===== src/rtl/mbrf_pkg.sv =====
package mbrf_pkg;

  typedef enum logic [4:0] {
    MODE_USR = 5'b10000,
    MODE_FIQ = 5'b10001,
    MODE_IRQ = 5'b10010,
    MODE_SVC = 5'b10011,
    MODE_ABT = 5'b10111,
    MODE_UND = 5'b11011,
    MODE_SYS = 5'b11111
  } modeE;

  localparam int NUM_REGS   = 16;
  localparam int IDX_W      = $clog2(NUM_REGS);
  localparam int NUM_SHARED = 13;
  localparam int NUM_BANKS  = 6;
  localparam int BANK_W     = $clog2(NUM_BANKS);
  localparam logic [IDX_W-1:0] IDX_SP = 4'd13;
  localparam logic [IDX_W-1:0] IDX_LR = 4'd14;
  localparam logic [IDX_W-1:0] IDX_PC = 4'd15;

  // bank 0 is user/system; banks 1..5 own a saved status register
  function automatic logic [BANK_W-1:0] bankOf(input logic [4:0] m);
    case (m)
      MODE_FIQ: return BANK_W'(1);
      MODE_IRQ: return BANK_W'(2);
      MODE_SVC: return BANK_W'(3);
      MODE_ABT: return BANK_W'(4);
      MODE_UND: return BANK_W'(5);
      default:  return BANK_W'(0);
    endcase
  endfunction

  function automatic logic isLegal(input logic [4:0] m);
    case (m)
      MODE_USR, MODE_FIQ, MODE_IRQ, MODE_SVC,
      MODE_ABT, MODE_UND, MODE_SYS: return 1'b1;
      default: return 1'b0;
    endcase
  endfunction

  typedef struct packed {
    logic              wrShared;
    logic              wrBanked;
    logic              wrPc;
    logic              incPc;
    logic [IDX_W-1:0]  wrIdx;
    logic [BANK_W-1:0] curBank;
    logic              saveEn;
    logic [BANK_W-1:0] saveBank;
    logic              spsrWe;
  } strobeT;

endpackage


===== src/rtl/mbrf_ctrl.sv =====
module mbrf_ctrl
  import mbrf_pkg::*;
(
  input  logic             clk,
  input  logic             rst,
  input  logic             wrEn,
  input  logic [IDX_W-1:0] wrAddr,
  input  logic             pcInc,
  input  logic             modeWe,
  input  logic [4:0]       modeNext,
  input  logic             spsrWe,
  output logic [4:0]       curMode,
  output strobeT           st
);

  logic [4:0]        modeQ;
  logic [4:0]        modeD;
  logic [BANK_W-1:0] nextBank;

  always_comb begin
    modeD    = isLegal(modeNext) ? modeNext : MODE_USR;
    nextBank = bankOf(modeD);
  end

  always_ff @(posedge clk) begin
    if (rst)         modeQ <= MODE_SVC;
    else if (modeWe) modeQ <= modeD;
  end

  assign curMode = modeQ;

  always_comb begin
    st          = '0;
    st.wrIdx    = wrAddr;
    st.curBank  = bankOf(modeQ);
    st.wrShared = wrEn && (wrAddr < IDX_W'(NUM_SHARED));
    st.wrBanked = wrEn && ((wrAddr == IDX_SP) || (wrAddr == IDX_LR));
    st.wrPc     = wrEn && (wrAddr == IDX_PC);
    st.incPc    = pcInc;
    st.saveEn   = modeWe && (nextBank != '0);
    st.saveBank = nextBank;
    st.spsrWe   = spsrWe && (bankOf(modeQ) != '0);
  end

endmodule


===== src/rtl/mbrf_datapath.sv =====
module mbrf_datapath
  import mbrf_pkg::*;
#(
  parameter int DATA_W  = 32,
  parameter int PC_STEP = 4,
  parameter int NPORTS  = 2
) (
  input  logic                          clk,
  input  logic                          rst,
  input  strobeT                        st,
  input  logic [DATA_W-1:0]             wrData,
  input  logic [NPORTS-1:0][IDX_W-1:0]  rdAddr,
  output logic [NPORTS-1:0][DATA_W-1:0] rdData,
  input  logic [DATA_W-1:0]             statusIn,
  input  logic [DATA_W-1:0]             spsrWrData,
  output logic [DATA_W-1:0]             spsrRdData,
  output logic [DATA_W-1:0]             pcOut
);

  logic [DATA_W-1:0] sharedQ [NUM_SHARED];
  logic [DATA_W-1:0] spQ     [NUM_BANKS];
  logic [DATA_W-1:0] lrQ     [NUM_BANKS];
  logic [DATA_W-1:0] savedQ  [NUM_BANKS];
  logic [DATA_W-1:0] pcQ;

  always_ff @(posedge clk) begin
    if (rst) begin
      for (int i = 0; i < NUM_SHARED; i++) sharedQ[i] <= '0;
    end else if (st.wrShared) begin
      sharedQ[st.wrIdx] <= wrData;
    end
  end

  always_ff @(posedge clk) begin
    if (rst) begin
      for (int b = 0; b < NUM_BANKS; b++) begin
        spQ[b] <= '0;
        lrQ[b] <= '0;
      end
    end else if (st.wrBanked) begin
      if (st.wrIdx == IDX_SP) spQ[st.curBank] <= wrData;
      else                    lrQ[st.curBank] <= wrData;
    end
  end

  // bank 0 has no saved status; its slot stays zero
  always_ff @(posedge clk) begin
    if (rst) begin
      for (int b = 0; b < NUM_BANKS; b++) savedQ[b] <= '0;
    end else begin
      for (int b = 1; b < NUM_BANKS; b++) begin
        if (st.saveEn && st.saveBank == BANK_W'(b))
          savedQ[b] <= statusIn;
        else if (st.spsrWe && st.curBank == BANK_W'(b))
          savedQ[b] <= spsrWrData;
      end
    end
  end

  always_ff @(posedge clk) begin
    if (rst)           pcQ <= '0;
    else if (st.wrPc)  pcQ <= wrData;
    else if (st.incPc) pcQ <= pcQ + DATA_W'(PC_STEP);
  end

  assign pcOut = pcQ;

  for (genvar p = 0; p < NPORTS; p++) begin : gRead
    always_comb begin
      if (rdAddr[p] == IDX_PC)      rdData[p] = pcQ;
      else if (rdAddr[p] == IDX_LR) rdData[p] = lrQ[st.curBank];
      else if (rdAddr[p] == IDX_SP) rdData[p] = spQ[st.curBank];
      else                          rdData[p] = sharedQ[rdAddr[p]];
    end
  end

  always_comb begin
    if (st.curBank == '0) spsrRdData = statusIn;
    else                  spsrRdData = savedQ[st.curBank];
  end

endmodule


===== src/rtl/mode_bank_regfile.sv =====
module mode_bank_regfile
  import mbrf_pkg::*;
#(
  parameter int DATA_W  = 32,
  parameter int PC_STEP = 4
) (
  input  logic              clk,
  input  logic              rst,
  input  logic [3:0]        rdAddrA,
  output logic [DATA_W-1:0] rdDataA,
  input  logic [3:0]        rdAddrB,
  output logic [DATA_W-1:0] rdDataB,
  input  logic              wrEn,
  input  logic [3:0]        wrAddr,
  input  logic [DATA_W-1:0] wrData,
  input  logic              pcInc,
  output logic [DATA_W-1:0] pcOut,
  input  logic              modeWe,
  input  logic [4:0]        modeNext,
  output logic [4:0]        curMode,
  input  logic [DATA_W-1:0] statusIn,
  input  logic              spsrWe,
  input  logic [DATA_W-1:0] spsrWrData,
  output logic [DATA_W-1:0] spsrRdData
);

  strobeT                   st;
  logic [1:0][IDX_W-1:0]    rdAddr;
  logic [1:0][DATA_W-1:0]   rdData;

  assign rdAddr  = {rdAddrB, rdAddrA};
  assign rdDataA = rdData[0];
  assign rdDataB = rdData[1];

  mbrf_ctrl uCtrl (
    .clk(clk), .rst(rst), .wrEn(wrEn), .wrAddr(wrAddr), .pcInc(pcInc),
    .modeWe(modeWe), .modeNext(modeNext), .spsrWe(spsrWe),
    .curMode(curMode), .st(st)
  );

  mbrf_datapath #(.DATA_W(DATA_W), .PC_STEP(PC_STEP), .NPORTS(2)) uDp (
    .clk(clk), .rst(rst), .st(st), .wrData(wrData),
    .rdAddr(rdAddr), .rdData(rdData), .statusIn(statusIn),
    .spsrWrData(spsrWrData), .spsrRdData(spsrRdData), .pcOut(pcOut)
  );

endmodule


===== config.mk =====
export PLATFORM = sky130hd
export DESIGN_NAME = mode_bank_regfile
export DESIGN_NICKNAME = d
export VERILOG_FILES = /design/src/rtl/mbrf_pkg.sv /design/src/rtl/mbrf_ctrl.sv /design/src/rtl/mbrf_datapath.sv /design/src/rtl/mode_bank_regfile.sv
export SDC_FILE = /design/constraint.sdc
export NUM_CORES = 2
export LEC_CHECK = 0
export BUFFER_PORTS_ARGS = -buffer_cell sky130_fd_sc_hd__buf_4
export CAP_MARGIN = 20
export CORE_MARGIN = 5
export CORE_UTILIZATION = 50
export CTS_CLUSTER_DIAMETER = 50
export CTS_CLUSTER_SIZE = 12
export DETAILED_ROUTE_END_ITERATION = 6
export PLACE_DENSITY = 0.67
export SLEW_MARGIN = 20
export SYNTH_ARGS = -nofsm -noshare
export SYNTH_HDL_FRONTEND = slang
export SYNTH_SLANG_ARGS = --single-unit

===== constraint.sdc =====
create_clock -name clk -period 6.5 [get_ports clk]
set_clock_uncertainty 0.05 [all_clocks]
set_input_delay 0.65 -clock clk [delete_from_list [all_inputs] [get_ports clk]]
set_output_delay 0.65 -clock clk [all_outputs]
set_load 0.03 [all_outputs]

## Word level (Yosys, flattened, before mapping)

Memories as Yosys holds them, arrays and structs flattened.
Index checks and enable logic that the tools add are counted.

- Add/sub/neg operators: 1
- $lt $le $gt $ge: 1
- Equality and inequality tests: 36
- Multiplexer cells: 80
- Bitwise gates (word level): 10
- Reductions and logical operators: 24

Operator list:

| operator | number |
|---|---|
| $mux W32 | 22 |
| $reduce_or A32 Y1 | 3 |
| $eq A5 B5 Y1 const B | 17 |
| $mux W1 | 52 |
| $eq A4 B4 Y1 const B | 9 |
| $add A32 B3 Y32 const B | 1 |
| $pmux W3 S5 | 2 |
| $logic_and A1 B1 Y1 | 15 |
| $eq A3 B2 Y1 const B | 4 |
| $eq A3 B3 Y1 const B | 4 |
| $or A1 B1 Y1 | 10 |
| $reduce_or A7 Y1 | 1 |
| $eq A3 B1 Y1 const B | 2 |
| $mux W3 | 2 |
| $reduce_bool A3 Y1 | 2 |
| $mux W5 | 1 |
| $lt A4 B4 Y1 const B | 1 |
| $mux W4 | 1 |
| $logic_not A3 Y1 | 1 |
| $reduce_bool A2 Y1 | 1 |
| $logic_or A1 B1 Y1 | 1 |

- Flip-flop bits (word level): 37
- RAM bits: 992
- Input bits: 119
- Output and inout bits: 133
- Logic and storage cells: 158
- Memories kept: 4

Memory list:

| memory | depth | bits a word | read ports | clocked after Yosys merged registers in | wr ports | RTL line | RTL |
|---|---|---|---|---|---|---|---|
| uDp.sharedQ | 13 | 32 | 2 | 0 | 13 | mbrf_datapath.sv:20 | `logic [DATA_W-1:0] sharedQ [NUM_SHARED];` |
| uDp.lrQ | 6 | 32 | 1 | 0 | 6 | mbrf_datapath.sv:22 | `logic [DATA_W-1:0] lrQ [NUM_BANKS];` |
| uDp.savedQ | 6 | 32 | 1 | 0 | 6 | mbrf_datapath.sv:23 | `logic [DATA_W-1:0] savedQ [NUM_BANKS];` |
| uDp.spQ | 6 | 32 | 1 | 0 | 6 | mbrf_datapath.sv:21 | `logic [DATA_W-1:0] spQ [NUM_BANKS];` |

## Longest topological paths before layout

- Depth in word-level cells: 14
- Gate-level depth with buffers: 11
- Mapped depth without buffers: 6

## By module

A second synthesis with hierarchy kept.

- Cell total of the unflattened synthesis: 4197
- Area total of the unflattened synthesis: 59288.1 um2

By module, submodules not included:

| module | instances | cells an instance | area an instance (um2) | seq. area each (um2) |
|---|---|---|---|---|
| mbrf_datapath | 1 | 4143 | 58886.5 | 35353.9 |
| mbrf_ctrl | 1 | 54 | 401.6 | 100.1 |

## Worst setup path before layout

Ideal clock, no wire load.

- Path type: register to register
- Start point: register uCtrl.modeQ[0], in the netlist uCtrl.curMode[0]
- End point: memory uDp.lrQ[5][0] (enable)
- Setup time: 428 ps
- Data arrival time: 3148 ps
- Required time: 6022 ps
- Path slack: 2874 ps
- Cell stages (with the launch flop): 8
- Buffers on the path: 3
- Clock period less this slack: 3626 ps
- Cell sequence: dfxtp_1 buf_2 nand3_1 a21oi_1 buf_2 buf_4 nand3_1 o21bai_1

RTL lines:

| what | RTL line | RTL |
|---|---|---|
| start, declared | mbrf_ctrl.sv:16 | `logic [4:0] modeQ;` |
| start signal, assigned | mbrf_ctrl.sv:27 | `else if (modeWe) modeQ <= modeD;` |
| end, declared | mbrf_datapath.sv:22 |  |

## Final worst setup path

- Start point: register uCtrl.modeQ[0], in the netlist uCtrl.curMode[0]
- End point: output port rdDataA[9]

- Word-level cells in the longest chain between the ends: 6
- Elaborated cells on any way between the ends: 11
- Those cells by class: eq/ne (5); mux (4); memory (2)

RTL lines:

| what | RTL line | RTL |
|---|---|---|
| $eq A5 B5 Y1 | mbrf_pkg.sv:24 | `case (m)` |
| $pmux W3 S5 (*) | mbrf_pkg.sv:24 |  |
| $mem_v2 Z6 W32 | - |  |
| $mux W32 | mbrf_datapath.sv:72 | `else if (rdAddr[p] == IDX_SP) rdData[p] = spQ[st.curBank];` |
| $mux W32 (*) | mbrf_datapath.sv:71 | `else if (rdAddr[p] == IDX_LR) rdData[p] = lrQ[st.curBank];` |
| $mux W32 (*) | mbrf_datapath.sv:70 | `if (rdAddr[p] == IDX_PC) rdData[p] = pcQ;` |
| end, declared | mode_bank_regfile.sv:10 | `output logic [DATA_W-1:0] rdDataA,` |

Mark *: on every way between the ends. The rest lies on a longest branch, timed or not.

==> results by group <==
Global routing
  • GRT Total Usage: approximately 33%
  • Largest net degree at the start of global routing: 115
  • First-pass GRT wire length: around 270,000 um
  • Grt total ovfl: 0
  • Number of global-route vias before repair: between 30,000 and 40,000
  • Antenna violations before repair: 8

Final layout
  • Final nets: approximately 4,500
  • Fill count: between 8,000 and 9,000
  • Layout area overhead: 12.4%
  • Layout cells sized above 1: between 10% and 20%

Route
  • DRC violations left: 0
  • Wire per inst: 32.4 um
  • Drt via density: ~6.8
  • DR vias: 39,641
  • Detail Route Antenna Nets: 0
  • Pre-antenna DRT Iters: 6
  • Routed wire length: between 150,000 and 200,000 um
  • DRT iter0 DRCs: about 6,500

Yosys
  • Post-synthesis cell area: roughly 53,000 um2
  • Synthesized flop and latch total: between 1,000 and 1,500
  • Avg Cell Area, Syn: around 12 um2
  • Post-synth top area share: between 50 and 60%
  • Yosys cell types: 86
  • Syn Inst Count: 4,270
  • Warnings, synthesis: 0
  • Post-synth EDFFs: 988
  • Main flop type after synthesis: edfxtp_1
  • Top cell type by total area after synthesis: edfxtp_1
  • Register area share after synthesis: 57.5%
  • Largest cells by area after synthesis: edfxtp_1, mux4_2, and2_1
  • Share of flip-flops with an asynchronous set or reset: 0%

Floorplan
  • Core Footprint: between 100,000 and 150,000 um2
  • DIE WIDTH: approximately 340 um
  • Core Rows: about 120
  • Initial core utilization: roughly half
  • Die Area: 112,000 um2
  • I/O pin count: 252
  • Die Y-Extent: approximately 340 um

Place
  • Port Buffers: between 200 and 300
  • Post-DP HPWL: 110,000 um
  • Placer Congestion: a little over 0.9

Critical path
  • CP endpoint kind: output pin
  • CP Max Fanout: 16
  • CP startpoint kind: flop
  • CP Cell Sequence: nand3b_2 > nor2_4 > buf_4 > nand3_1 > a32o_1 > a221oi_1 > a221o_1 > buf_4
  • CP max stage cell: a221oi_1
  • Most frequent CP cell: buf_4
  • WS Path Type: flop to output pin
  • Worst EP arrival: ~5 ns
  • Critical path data required time: between 5 and 6 ns
  • Crit path max-delay family: compound AO/OA/AOI/OAI gates
  • Worst Path Buf+Inv: 2
  • Critical Path Max Stage Delay: 0.95 ns

Clocking
  • CTS buffer count: ~110
  • CTS tree: yes
  • H-tree levels: 3
  • Clk Latency, worst-skew pair: 0.72 ns
  • Root Buffer Master: clkbuf_16
  • Clk buf depth: 3
  • CTS Hold Buffers Added: 0
  • Worst-path clk slew: roughly 0.060 ns
  • # clock sinks: just over 1,000
  • Setup Buffers After CTS: 0
  • Post_cts resized: 0

STA
  • Actual slew at the worst max-slew pin: roughly 1.2 ns
  • Max Freq: 176 MHz
  • Slew Limit Fails: 0
  • Endpoints failing setup: 0
  • RSZ-0062 raised after global routing: false
  • Total negative slack: 0 ns
  • Final Hold Fails: 0
  • Tmin final: approximately 5.7 ns
  • Fin crit share: a little under 90%
  • Hold WS: ~0.17 ns
  • Slew headroom: about a fifth

Pwr
  • Tot Pwr: 16,300 uW
  • Power Density: 274 nW/um2
  • Pleak: 0.0220 uW
  • Maximum vdd ir drop: 0.000224 V

Flow run
  • MaxCap Viol Count: 0

Run status
  • Outcome: finished, final reports clean

Min path
  • Worst Hold Class: primary input to flop
## metal layers
layer / vias to the layer above / share of wire (%) / GRT usage [%]
met3: 549 / 15 / 10.2
met5: - / 0.052 / 0
met4: 6 / 4.1 / 11.6
met1: 19756 / 37 / 45.1
met2: 3155 / 44 / 49.2
li1: 16175 / - / -
## final cells by class
type	count	area, um2	area share [%]
well taps	1391	1740	2.93
diodes	6	15.0	0.0253
inverters	97	364	0.613
clock buffers	144	3020	5.07
repair buffers	365	2800	4.72
clock inverters	53	529	0.891
flip-flops and latches	1025	30400	51.2
multi-input cells	2754	20600	34.6
## cell usage after synthesis, types with 37 or more instances
library cell  count
a21oi_1         175
a22o_1          129
a31oi_1          41
a32o_1           38
and2_1          554
and3_1           78
buf_2           102
clkbuf_1        261
dfxtp_1          37
edfxtp_1        988
inv_1            93
mux2i_1          84
mux4_2          207
nand2_1         322
nand3_1         110
nor2_1          346
o21ai_0         103
## cells by family after synthesis
logic type / after synthesis / synth area share [%]
other cells: 1 / 0.00709
mux: 317 / 11.0
simple gates: 1570 / 15.6
compound gates: 812 / 11.2
buf+inv: 518 / 4.25
flops: 1025 / 57.5
fa+ha+maj: 2 / 0.0426
xor+xnor: 25 / 0.414
## cells in the final DEF (no fill, tap or decap), drive strengths merged, types with 29 or more instances in the layout
master,Yosys,layout
a211oi,29,29
a21o,36,36
a21oi,176,176
a221o,36,36
a22o,129,129
a31oi,41,41
a32o,38,38
and2,554,554
and3,78,78
and4,31,31
buf,160,363
clkbuf,261,146
clkinv,1,30
dfxtp,37,37
edfxtp,988,988
inv,96,105
mux2i,84,84
mux4,207,207
nand2,323,323
nand3,110,110
nor2,347,347
o211ai,30,30
o21ai,111,111
o221a,32,32
o22ai,34,34
## metrics by stage
stage | util (%) | instances | area (um2) | setup slack (ns)
floorplan | - | 4297 | 53000 | 2.87
finish | 56.5 | 5835 | 59400 | 0.821
detailed placement | 53.1 | 5631 | 55900 | 1.82
global placement | 53.1 | 5631 | 55900 | 1.83
global route | 56.5 | 5829 | 59400 | 0.837
CTS | 56.5 | 5828 | 59400 | 1.10
## path summary, 6_finish.rpt
kind | startpoint | to | slack, ns | cells past startpoint
worst max-delay path | uCtrl.curMode[0] | rdDataA[9] | 0.82 | 8
worst max register to register | uCtrl.curMode[0] | uDp.savedQ[4][20] | 2.20 | 7
worst min register to register | uDp.pcOut[0] | uDp.pcOut[0] | 0.45 | 2
worst min-delay path | modeWe | uCtrl.curMode[4] | 0.17 | 2
## report_power, final
group / switching (uW) / internal (uW) / leakage [uW] / total [uW]
logic: 1530 / 749 / 0.0101 / 2280
clock network: 2720 / 3550 / 0.00172 / 6280
registers: 147 / 7570 / 0.0102 / 7710
total: 4400 / 11900 / 0.0220 / 16300
## state kept, by name (all words and copies together) (netlist names)
name	flops
uCtrl.curMode	5
uDp.savedQ	160
uDp.sharedQ	444
uDp.lrQ	192
uDp.spQ	192
uDp.pcOut	32
(Power assumes the default switching activity.)
